`src/rtl/mda_pkg.sv`:
```
package mda_pkg;
  typedef enum logic [1:0] {
    SEL_NONE = 2'd0,
    SEL_STAT = 2'd1,
    SEL_DY   = 2'd2,
    SEL_DX   = 2'd3
  } rd_sel_e;

  localparam int STAT_MOT_BIT = 7;
  localparam int STAT_OVF_BIT = 4;
  localparam int NUM_AXES     = 2;
  localparam int AXIS_Y       = 0;
  localparam int AXIS_X       = 1;
endpackage

```
`src/rtl/mda_axis.sv`:
```
module mda_axis #(
  parameter int ACC_W = 12,
  parameter int IN_W  = 8,
  parameter int OUT_W = 8
) (
  input  logic             clk,
  input  logic             rst,
  input  logic             clr,
  input  logic             add_en,
  input  logic [IN_W-1:0]  add_val,
  input  logic             take_en,
  input  logic [OUT_W-1:0] take_val,
  output logic [ACC_W-1:0] acc_o,
  output logic [ACC_W-1:0] nxt_o,
  output logic [OUT_W-1:0] chunk_o,
  output logic             sat_o,
  output logic             nxt_lim_o
);
  localparam int SUM_W = ACC_W + 2;
  localparam logic signed [SUM_W-1:0] SUM_HI = SUM_W'((2 ** (ACC_W - 1)) - 1);
  localparam logic signed [SUM_W-1:0] SUM_LO = -SUM_HI - SUM_W'(1);
  localparam logic signed [ACC_W-1:0] ACC_HI = SUM_HI[ACC_W-1:0];
  localparam logic signed [ACC_W-1:0] ACC_LO = SUM_LO[ACC_W-1:0];
  localparam logic signed [ACC_W-1:0] CHK_HI = ACC_W'((2 ** (OUT_W - 1)) - 1);
  localparam logic signed [ACC_W-1:0] CHK_LO = -CHK_HI - ACC_W'(1);

  logic signed [ACC_W-1:0] acc_q;
  logic signed [ACC_W-1:0] acc_d;
  logic signed [IN_W-1:0]  add_s;
  logic signed [OUT_W-1:0] take_s;
  logic signed [SUM_W-1:0] base, sub_term, add_term, sum;

  assign add_s  = add_val;
  assign take_s = take_val;

  always_comb begin
    base     = clr ? '0 : SUM_W'(acc_q);
    sub_term = '0;
    add_term = '0;
    if (take_en && !clr) sub_term = SUM_W'(take_s);
    if (add_en)          add_term = SUM_W'(add_s);
    sum   = base - sub_term + add_term;
    sat_o = 1'b0;
    if (sum > SUM_HI) begin
      acc_d = ACC_HI;
      sat_o = 1'b1;
    end else if (sum < SUM_LO) begin
      acc_d = ACC_LO;
      sat_o = 1'b1;
    end else begin
      acc_d = sum[ACC_W-1:0];
    end
  end

  always_comb begin
    if (acc_q > CHK_HI)      chunk_o = {1'b0, {(OUT_W-1){1'b1}}};
    else if (acc_q < CHK_LO) chunk_o = {1'b1, {(OUT_W-1){1'b0}}};
    else                     chunk_o = acc_q[OUT_W-1:0];
  end

  always_ff @(posedge clk) begin
    if (rst) acc_q <= '0;
    else     acc_q <= acc_d;
  end

  assign acc_o     = acc_q;
  assign nxt_o     = acc_d;
  assign nxt_lim_o = (acc_d == ACC_HI) || (acc_d == ACC_LO);

  AST_SAT_HOLD_HI: assert property (@(posedge clk) disable iff (rst)
    (acc_q == ACC_HI && add_en && !add_val[IN_W-1] && !take_en && !clr) |=> (acc_q == ACC_HI));
  AST_SAT_HOLD_LO: assert property (@(posedge clk) disable iff (rst)
    (acc_q == ACC_LO && add_en && add_val[IN_W-1] && !take_en && !clr) |=> (acc_q == ACC_LO));
endmodule

```
`src/rtl/mda_readback.sv`:
```
module mda_readback
  import mda_pkg::*;
#(
  parameter int OUT_W = 8
) (
  input  logic             clk,
  input  logic             rst,
  input  logic             clr,
  input  logic             rd_stat,
  input  logic             rd_y,
  input  logic             rd_x,
  input  logic [OUT_W-1:0] chunk_y,
  input  logic [OUT_W-1:0] chunk_x,
  input  logic             mot,
  input  logic             ovf,
  output logic [OUT_W-1:0] rd_data,
  output logic             take_y_en,
  output logic [OUT_W-1:0] take_y_val,
  output logic             take_x_en,
  output logic [OUT_W-1:0] take_x_val,
  output logic             delta_rd
);
  rd_sel_e          sel;
  logic [OUT_W-1:0] snap_q;
  logic             snap_vld_q;
  logic [OUT_W-1:0] stat_byte;
  logic [OUT_W-1:0] data_d;

  always_comb begin
    sel = SEL_NONE;
    if (!clr) begin
      if (rd_stat)   sel = SEL_STAT;
      else if (rd_y) sel = SEL_DY;
      else if (rd_x) sel = SEL_DX;
    end
  end

  always_comb begin
    stat_byte               = '0;
    stat_byte[STAT_MOT_BIT] = mot;
    stat_byte[STAT_OVF_BIT] = ovf;
  end

  assign take_y_en  = (sel == SEL_DY);
  assign take_y_val = chunk_y;
  assign take_x_en  = (sel == SEL_DX);
  assign take_x_val = snap_vld_q ? snap_q : chunk_x;
  assign delta_rd   = take_y_en || take_x_en;

  always_comb begin
    case (sel)
      SEL_STAT: data_d = stat_byte;
      SEL_DY:   data_d = chunk_y;
      SEL_DX:   data_d = take_x_val;
      default:  data_d = rd_data;
    endcase
  end

  always_ff @(posedge clk) begin
    if (rst) begin
      rd_data    <= '0;
      snap_q     <= '0;
      snap_vld_q <= 1'b0;
    end else begin
      rd_data <= data_d;
      if (clr) begin
        snap_vld_q <= 1'b0;
      end else if (sel == SEL_DY) begin
        snap_q     <= chunk_x;
        snap_vld_q <= 1'b1;
      end else if (sel == SEL_DX) begin
        snap_vld_q <= 1'b0;
      end
    end
  end

  AST_Y_READ_VALUE: assert property (@(posedge clk) disable iff (rst)
    (rd_y && !rd_stat && !clr) |=> (rd_data == $past(chunk_y)));
  AST_HOLD_IDLE: assert property (@(posedge clk) disable iff (rst)
    (!rd_stat && !rd_y && !rd_x) |=> $stable(rd_data));
endmodule

```
`src/rtl/mda_flags.sv`:
```
module mda_flags #(
  parameter int ACC_W = 12
) (
  input  logic             clk,
  input  logic             rst,
  input  logic             clr,
  input  logic             sat_any,
  input  logic             delta_rd,
  input  logic             lim_any,
  input  logic [ACC_W-1:0] nxt_y,
  input  logic [ACC_W-1:0] nxt_x,
  output logic             mot,
  output logic             ovf,
  output logic             motion_n
);
  logic pend_d;
  logic ovf_d;

  assign pend_d = (nxt_y != '0) || (nxt_x != '0);

  always_comb begin
    if (sat_any)                 ovf_d = 1'b1;
    else if (clr)                ovf_d = 1'b0;
    else if (delta_rd && !lim_any) ovf_d = 1'b0;
    else                         ovf_d = ovf;
  end

  always_ff @(posedge clk) begin
    if (rst) begin
      mot      <= 1'b0;
      ovf      <= 1'b0;
      motion_n <= 1'b1;
    end else begin
      mot      <= pend_d;
      ovf      <= ovf_d;
      motion_n <= !pend_d;
    end
  end

  AST_PIN_TRACKS_MOT: assert property (@(posedge clk) disable iff (rst)
    motion_n == !mot);
  AST_OVF_ON_SAT: assert property (@(posedge clk) disable iff (rst)
    sat_any |=> ovf);
  AST_OVF_STICKY: assert property (@(posedge clk) disable iff (rst)
    (ovf && !delta_rd && !clr) |=> ovf);
endmodule

```
`src/rtl/motion_delta_accum.sv`:
```
module motion_delta_accum
  import mda_pkg::*;
#(
  parameter int ACC_W = 12,
  parameter int IN_W  = 8,
  parameter int OUT_W = 8
) (
  input  logic             clk,
  input  logic             rst,
  input  logic             frame_vld,
  input  logic [IN_W-1:0]  frame_dx,
  input  logic [IN_W-1:0]  frame_dy,
  input  logic             rd_motion,
  input  logic             rd_dy,
  input  logic             rd_dx,
  input  logic             wr_motion,
  output logic [OUT_W-1:0] rd_data,
  output logic             mot,
  output logic             ovf,
  output logic             motion_n
);
  logic [ACC_W-1:0] acc   [NUM_AXES];
  logic [ACC_W-1:0] nxt   [NUM_AXES];
  logic [OUT_W-1:0] chunk [NUM_AXES];
  logic [IN_W-1:0]  din   [NUM_AXES];
  logic [OUT_W-1:0] tval  [NUM_AXES];
  logic             ten   [NUM_AXES];
  logic [NUM_AXES-1:0] sat, lim;
  logic             delta_rd;

  assign din[AXIS_Y] = frame_dy;
  assign din[AXIS_X] = frame_dx;

  for (genvar a = 0; a < NUM_AXES; a++) begin : g_axis
    mda_axis #(
      .ACC_W(ACC_W),
      .IN_W (IN_W),
      .OUT_W(OUT_W)
    ) i_axis (
      .clk      (clk),
      .rst      (rst),
      .clr      (wr_motion),
      .add_en   (frame_vld),
      .add_val  (din[a]),
      .take_en  (ten[a]),
      .take_val (tval[a]),
      .acc_o    (acc[a]),
      .nxt_o    (nxt[a]),
      .chunk_o  (chunk[a]),
      .sat_o    (sat[a]),
      .nxt_lim_o(lim[a])
    );
  end

  mda_readback #(
    .OUT_W(OUT_W)
  ) i_readback (
    .clk       (clk),
    .rst       (rst),
    .clr       (wr_motion),
    .rd_stat   (rd_motion),
    .rd_y      (rd_dy),
    .rd_x      (rd_dx),
    .chunk_y   (chunk[AXIS_Y]),
    .chunk_x   (chunk[AXIS_X]),
    .mot       (mot),
    .ovf       (ovf),
    .rd_data   (rd_data),
    .take_y_en (ten[AXIS_Y]),
    .take_y_val(tval[AXIS_Y]),
    .take_x_en (ten[AXIS_X]),
    .take_x_val(tval[AXIS_X]),
    .delta_rd  (delta_rd)
  );

  mda_flags #(
    .ACC_W(ACC_W)
  ) i_flags (
    .clk     (clk),
    .rst     (rst),
    .clr     (wr_motion),
    .sat_any (|sat),
    .delta_rd(delta_rd),
    .lim_any (|lim),
    .nxt_y   (nxt[AXIS_Y]),
    .nxt_x   (nxt[AXIS_X]),
    .mot     (mot),
    .ovf     (ovf),
    .motion_n(motion_n)
  );

  AST_MOT_MATCHES_ACC: assert property (@(posedge clk) disable iff (rst)
    mot == ((acc[AXIS_Y] != '0) || (acc[AXIS_X] != '0)));
  AST_WRITE_CLEARS: assert property (@(posedge clk) disable iff (rst)
    (wr_motion && !frame_vld) |=> (!mot && !ovf));
endmodule

```
`config.mk`:
```
export PLATFORM = sky130hd
export DESIGN_NAME = motion_delta_accum
export DESIGN_NICKNAME = d
export VERILOG_FILES = /design/src/rtl/mda_pkg.sv /design/src/rtl/mda_axis.sv /design/src/rtl/mda_readback.sv /design/src/rtl/mda_flags.sv /design/src/rtl/motion_delta_accum.sv
export SDC_FILE = /design/constraint.sdc
export NUM_CORES = 1
export LEC_CHECK = 0
export BUFFER_PORTS_ARGS = -buffer_cell sky130_fd_sc_hd__clkbuf_2
export CELL_PAD_IN_SITES_DETAIL_PLACEMENT = 1
export CELL_PAD_IN_SITES_GLOBAL_PLACEMENT = 1
export CORE_MARGIN = 2
export CORE_UTILIZATION = 40
export DETAILED_ROUTE_END_ITERATION = 10
export HOLD_SLACK_MARGIN = 0.03
export PLACE_DENSITY_LB_ADDON = 0.1
export SYNTH_ARGS = -nofsm -noshare
export SYNTH_HDL_FRONTEND = slang
export SYNTH_SLANG_ARGS = --single-unit
```
`constraint.sdc`:
```
create_clock -name clk -period 6.6 [get_ports clk]
set_input_delay 0.99 -clock clk [delete_from_list [all_inputs] [get_ports clk]]
set_output_delay 0.99 -clock clk [all_outputs]
set_load 0.05 [all_outputs]
```
After elaboration in Yosys (flattened, before gate mapping)
Cells that the tools add are included.
{ "word_totals": {"ff_bits": 44, "in_bits": 23, "out_inout_bits": 11} }
{ "op_classes": {"addsub": 4, "order_cmp": 8, "eq_ne": 7, "n_mux": 29, "n_bitwise": 1, "reduce_logical": 19} }
{ "ops": {"columns": ["cell", "n"], "rows": [
  ["14-bit two-way mux", 6],
  ["12-bit == test, second input constant", 4],
  ["12-bit two-way mux", 4],
  ["8-bit two-way mux", 5],
  ["14-bit adder", 2],
  ["14-bit by 12-bit > comparator with 1-bit output, second input constant", 2],
  ["14-bit by 12-bit < comparator with 1-bit output, second input constant", 2],
  ["14-bit subtractor", 2],
  ["12-bit by 8-bit > comparator with 1-bit output, second input constant", 2],
  ["12-bit by 8-bit < comparator with 1-bit output, second input constant", 2],
  ["8-bit case mux with 3 select lines", 1],
  ["12-bit nonzero test", 2],
  ["1-bit two-way mux", 9],
  ["2-bit two-way mux", 4],
  ["3-bit nonzero test", 2],
  ["2-bit OR reduction", 3],
  ["2-bit == test, second input constant", 2],
  ["1-bit logical OR", 4],
  ["1-bit logical AND", 3],
  ["1-bit zero test", 3],
  ["2-bit by 1-bit == test with 1-bit output, second input constant", 1],
  ["2-bit AND reduction", 1],
  ["2-bit nonzero test", 1],
  ["1-bit NOT", 1]
]} }

Depth between registers and ports, before layout
{ "depth": {"depth_word": 20, "mapped_depth": 20} }

Cells and area by module
Synthesis repeated with hierarchy kept, for this count alone.
{ "hier_totals": {"cells_unflattened": 615, "area_unflattened_um2": 4887.2} }
{ "by_module_without_submodules": {"columns": ["mod", "n_inst", "cells_per_inst", "area_each_um2", "seq_area_each_um2"], "rows": [
  ["mda_axis (g_axis[1].i_axis)", 1, 260, 2085.8, 240.2],
  ["mda_axis (g_axis[0].i_axis)", 1, 235, 1730.4, 240.2],
  ["mda_readback", 1, 101, 907.1, 340.3],
  ["mda_flags", 1, 17, 151.4, 60.1],
  ["motion_delta_accum", 1, 2, 12.5, 0.0]
]} }

Worst setup path before layout
No wires, ideal clock.
{ "synth_timing": {"path_type": "in2reg", "start": "input port wr_motion", "end": "register i_flags.mot", "setup_time_ps": 137, "arrival_ps": 4828, "required_time_ps": 6463, "setup_slack_ps": 1636, "stages": 14, "path_buffers": 1, "cell_sequence": "clkbuf_1 > nor4b_1 > nand2_1 > fa_1 > inv_1 > fa_1 > nand2b_1 > a21oi_1 > xor2_1 > nor4_1 > or4b_1 > or4_4 > nor4b_2 > a31oi_1"} }
{ "synth_between": {"elab_chain_cells": 11} }
{ "synth_rtl": {"columns": ["element", "line", "rtl"], "rows": [
  ["start, declared", "motion_delta_accum.sv:16", "input logic wr_motion,"],
  ["2-bit two-way mux", "mda_readback.sv:31", "if (!clr) begin"],
  ["2-bit == test (on tied branches)", "mda_readback.sv:44, mda_readback.sv:46", null],
  ["1-bit logical AND", "mda_axis.sv:40", "if (take_en && !clr) sub_term = SUM_W'(take_s);"],
  ["14-bit two-way mux", "mda_axis.sv:40", null],
  ["14-bit subtractor", "mda_axis.sv:42", "sum = base - sub_term + add_term;"],
  ["14-bit adder", "mda_axis.sv:42", null],
  ["14-bit by 12-bit < comparator with 1-bit output", "mda_axis.sv:47", "end else if (sum < SUM_LO) begin"],
  ["12-bit two-way mux", "mda_axis.sv:47", null],
  ["12-bit two-way mux", "mda_axis.sv:44", "if (sum > SUM_HI) begin"],
  ["12-bit nonzero test", "mda_flags.sv:19", "assign pend_d = (nxt_y != '0) || (nxt_x != '0);"],
  ["1-bit logical OR (*)", "mda_flags.sv:19", null],
  ["end signal, assigned", "mda_flags.sv:34", "mot <= pend_d;"],
  ["end, declared", "mda_flags.sv:12", "output logic mot,"]
]} }
Mark *: on every way between the ends. The rest lies on a longest branch, timed or not.
A chain may end at the register's enable or synchronous reset.

Worst setup path after layout
{ "layout_timing": {"start": "input port wr_motion", "end": "register g_axis[0].i_axis.acc_q[6]"} }
{ "layout_between": {"elab_chain_cells": 9} }
{ "layout_rtl": {"columns": ["element", "line", "rtl"], "rows": [
  ["2-bit two-way mux", "mda_readback.sv:31", null],
  ["2-bit == test", "mda_readback.sv:44", "assign take_y_en = (sel == SEL_DY);"],
  ["1-bit logical AND", "mda_axis.sv:40", null],
  ["14-bit two-way mux", "mda_axis.sv:40", null],
  ["14-bit subtractor (*)", "mda_axis.sv:42", null],
  ["14-bit adder (*)", "mda_axis.sv:42", null],
  ["14-bit by 12-bit < comparator with 1-bit output", "mda_axis.sv:47", null],
  ["12-bit two-way mux", "mda_axis.sv:47", null],
  ["12-bit two-way mux (*)", "mda_axis.sv:44", null],
  ["end signal, assigned", "mda_axis.sv:62", "if (rst) acc_q <= '0;"],
  ["end signal, assigned", "mda_axis.sv:63", "else acc_q <= acc_d;"],
  ["end, declared", "mda_axis.sv:27", "logic signed [ACC_W-1:0] acc_q;"]
]} }
Marked as above.

==> results.yml <==
outcome:
  status: "complete, no violations"
finish:
  layout_commonest_cell: "inv_1"
  multiInputGateArea_um2: 2850
  final_cells: 680
  layout_common_cells: "58 x inv_1, 55 x nand2_1, 51 x a21oi_1, 48 x nor2_1, 44 x dfxtp_1"
  area_delta_synth_final_pct: 9.84
  diodes: 0
  regArea_um2: 881
  drive_above_1_share_pct: 9.69
  fin_nets: 621
  fillers: 1266
global_route:
  antenna_found_initial: 0
  grt_pass1_wl_mm: 18.9
  track_usage_pct: 21.4
  grt_max_degree: 42
  grt-ovfl-total: 0
  grt_pass1_vias: 3729
synthesis:
  synth_edf_count: 0
  ys_seq_area_share_pct: 22.0
  syn_inst: 518
  yosys_register_bits: 44
  ys.warnings.count: 0
  syn_area_per_cell_um2: 7.73
  async_flop_share_pct: 0
  synth.cell_area_um2: 4010
  ys_types: 57
  synth_ff_type: "dfxtp_1"
  syn_nets: 593
timing:
  tightest_slew_ns: 0.892
  layout_setup_ws_ns: 0.988
  setup_tns_ns: 0
  finClkSkew_ns: 0.00715
  finalHoldViolCount: 0
  clock.fmax_ghz: 0.178
  min_period_ns: 5.61
  rsz0062_at_grt: "false"
  setup_viol: 0
  maxSlewViolCount: 0
  period_share_pct: 85.0
  max-slew-margin-rel_pct: 40.5
floorplanning:
  dieHeight_um: 104
  initial_core_util_pct: 41.2
  num_io_pins: 34
  die_area_um2: 10800
  coreArea_um2: 9730
  dieWidth_um: 104
  rows: 36
routing:
  initialDrtViolationCount: 114
  antenna_left: 0
  vias: 3629
  routedWlPerCell_um: 16.5
  wl_mm: 11.2
  dr.pass1.iters: 4
  viasPerCell: 5.34
  drcViolationCount: 0
cts:
  cts_hold_buffers: 0
  post_cts_buffers: 0
  path_clk_slew_ns: 0.09
  cts_buffers: 5
  clock-sinks: 44
  clkLatencyLatePin_ns: 0.29
  cts_buffer_depth: 2
  cts_tree: "yes"
  h-tree-depth: 2
  cts_resized: 0
  clockRootBuffer: "clkbuf_8"
worst_setup_path:
  path_buf_inv: 2
  end_kind: "flop"
  cp_max_fo: 30
  cp_slowest_cell: "fa_1"
  cp_top_family: "compound AO/OA/AOI/OAI gates"
  start_kind: "input pin"
  crit_chain: "clkbuf_2, nor2_1, nand2_1, a21oi_1, o21ai_0, fa_1, inv_1, fa_1, nor2b_1, o31a_1, o21ai_1, o21a_1, nor2_1, xnor2_1, o21bai_1, or3b_1, a21oi_1"
  slowest_delay_ns: 0.62
  arrival_ns: 5.83
  critPathKind: "input pin to flop"
  critPathRequiredTime_ns: 6.82
power:
  p_leak_uw: 0.00196
  pwr_density_cell_nw_per_um2: 469
  totalPowerFinal_uw: 2060
  irDropWorstVdd_uv: 152
place:
  dp_slack_ns: 0.679
  place.gp.congestion: 0.803
  io_buffer_count: 33
  dp_cells: 672
  dpl.hpwl_mm: 9.25
run:
  drv_cap: 0
min_path:
  hp-class: "flop to flop"
-- logic make-up after synthesis --
group / share of synthesized area [%]
XOR/XNOR: 3.94
AND/OR/NAND/NOR: 23.6
flip-flops: 22.0
adder cells (fa/ha/maj): 20.7
buffers and inverters: 6.94
multiplexers: 0.500
AO/OA/AOI/OAI: 22.3
-- worst register-to-register path, cell delays in order, from the launching register on --
cell,delay (ns)
dfxtp_1,0.33
nor4_1,0.36
nor2_1,0.18
o21ai_0,0.27
o21ai_0,0.12
and2_1,0.26
fa_1,0.55
inv_1,0.04
ha_1,0.38
o21ai_0,0.12
a21oi_1,0.23
nor3b_1,0.47
o21ai_0,0.19
a41oi_1,0.46
nand2b_1,0.46
a41o_1,0.25
o41ai_2,0.07
-- sequential cells by signal, indices dropped and copies added, names as in the netlist --
signal                 count
i_readback.snap_q          8
g_axis.i_axis.acc_o       24
i_flags.ovf                1
i_readback.snap_vld_q      1
i_flags.motion_n           1
i_flags.mot                1
i_readback.rd_data         8
-- power by group --
part / switching (µW) / internal [µW] / total, µW / leakage [µW]
logic: 922 / 550 / 1470 / 0.00154
clock network: 94.8 / 83.7 / 179 / 0.0000510
registers: 58.9 / 354 / 413 / 0.000365
total: 1080 / 988 / 2060 / 0.00196
-- path summary, 6_finish.rpt --
check	from	endpoint	slack, ns	cells past startpoint
min reg2reg	i_readback.snap_q[7]	i_readback.snap_q[7]	0.48	2
min	i_readback.snap_q[7]	i_readback.snap_q[7]	0.48	2
max reg2reg	g_axis[1].i_axis.acc_o[10]	i_flags.ovf	1.73	16
max	wr_motion	g_axis[0].i_axis.acc_o[6]	0.99	17
-- layer usage --
metal	GRT usage (%)	vias to the layer above	share of wire (%)
met5	0	-	0
met4	3.28	0	0.78
met3	2.32	6	2.8
met2	35.0	45	46
met1	31.2	1747	50
li1	-	1831	-
-- per-stage QoR --
stage | instance area [µm²] | utilization, % | hold WS (ns)
finish | 4400 | 45.2 | 0.477
detailed placement | 4310 | 44.3 | 0.466
CTS | 4400 | 45.2 | 0.479
global route | 4400 | 45.2 | 0.502
global placement | 4310 | 44.3 | 0.447
floorplan | 4010 | - | 0.436
-- final cells by class --
type	count	area share, %
clock buffers	6	1.88
clock inverters	2	0.228
well taps	133	3.78
flip-flops and latches	44	20.0
repair buffers	37	4.44
inverters	58	4.95
multi-input cells	400	64.7
-- synthesized netlist by cell type (2+ instances only) --
master	count	share of area [%]
nor4_1	6	0.94
a2111oi_0	2	0.44
nand2_1	55	5.2
nand2b_1	25	3.9
o211ai_1	2	0.37
and3_1	3	0.47
and2_1	9	1.4
o21ai_0	29	3.6
fa_1	24	12
a211o_1	2	0.44
nor2_1	48	4.5
xnor2_1	7	1.5
a21oi_1	51	6.4
o31a_1	3	0.66
nor3b_1	2	0.37
clkbuf_1	16	1.5
mux2i_1	2	0.50
nand3b_1	2	0.37
o21a_1	13	2.4
or3b_1	2	0.44
nor3_1	8	1.0
a21o_1	3	0.56
ha_1	28	8.7
nand3_1	4	0.50
o2111ai_1	2	0.44
inv_1	58	5.4
or4b_1	2	0.50
nand4_1	6	0.94
dfxtp_1	44	22
nor2b_1	9	1.4
xor2_1	11	2.4
a211oi_1	9	1.7
o21bai_1	2	0.37
a31oi_1	6	0.94
(Power assumes the default switching activity.)
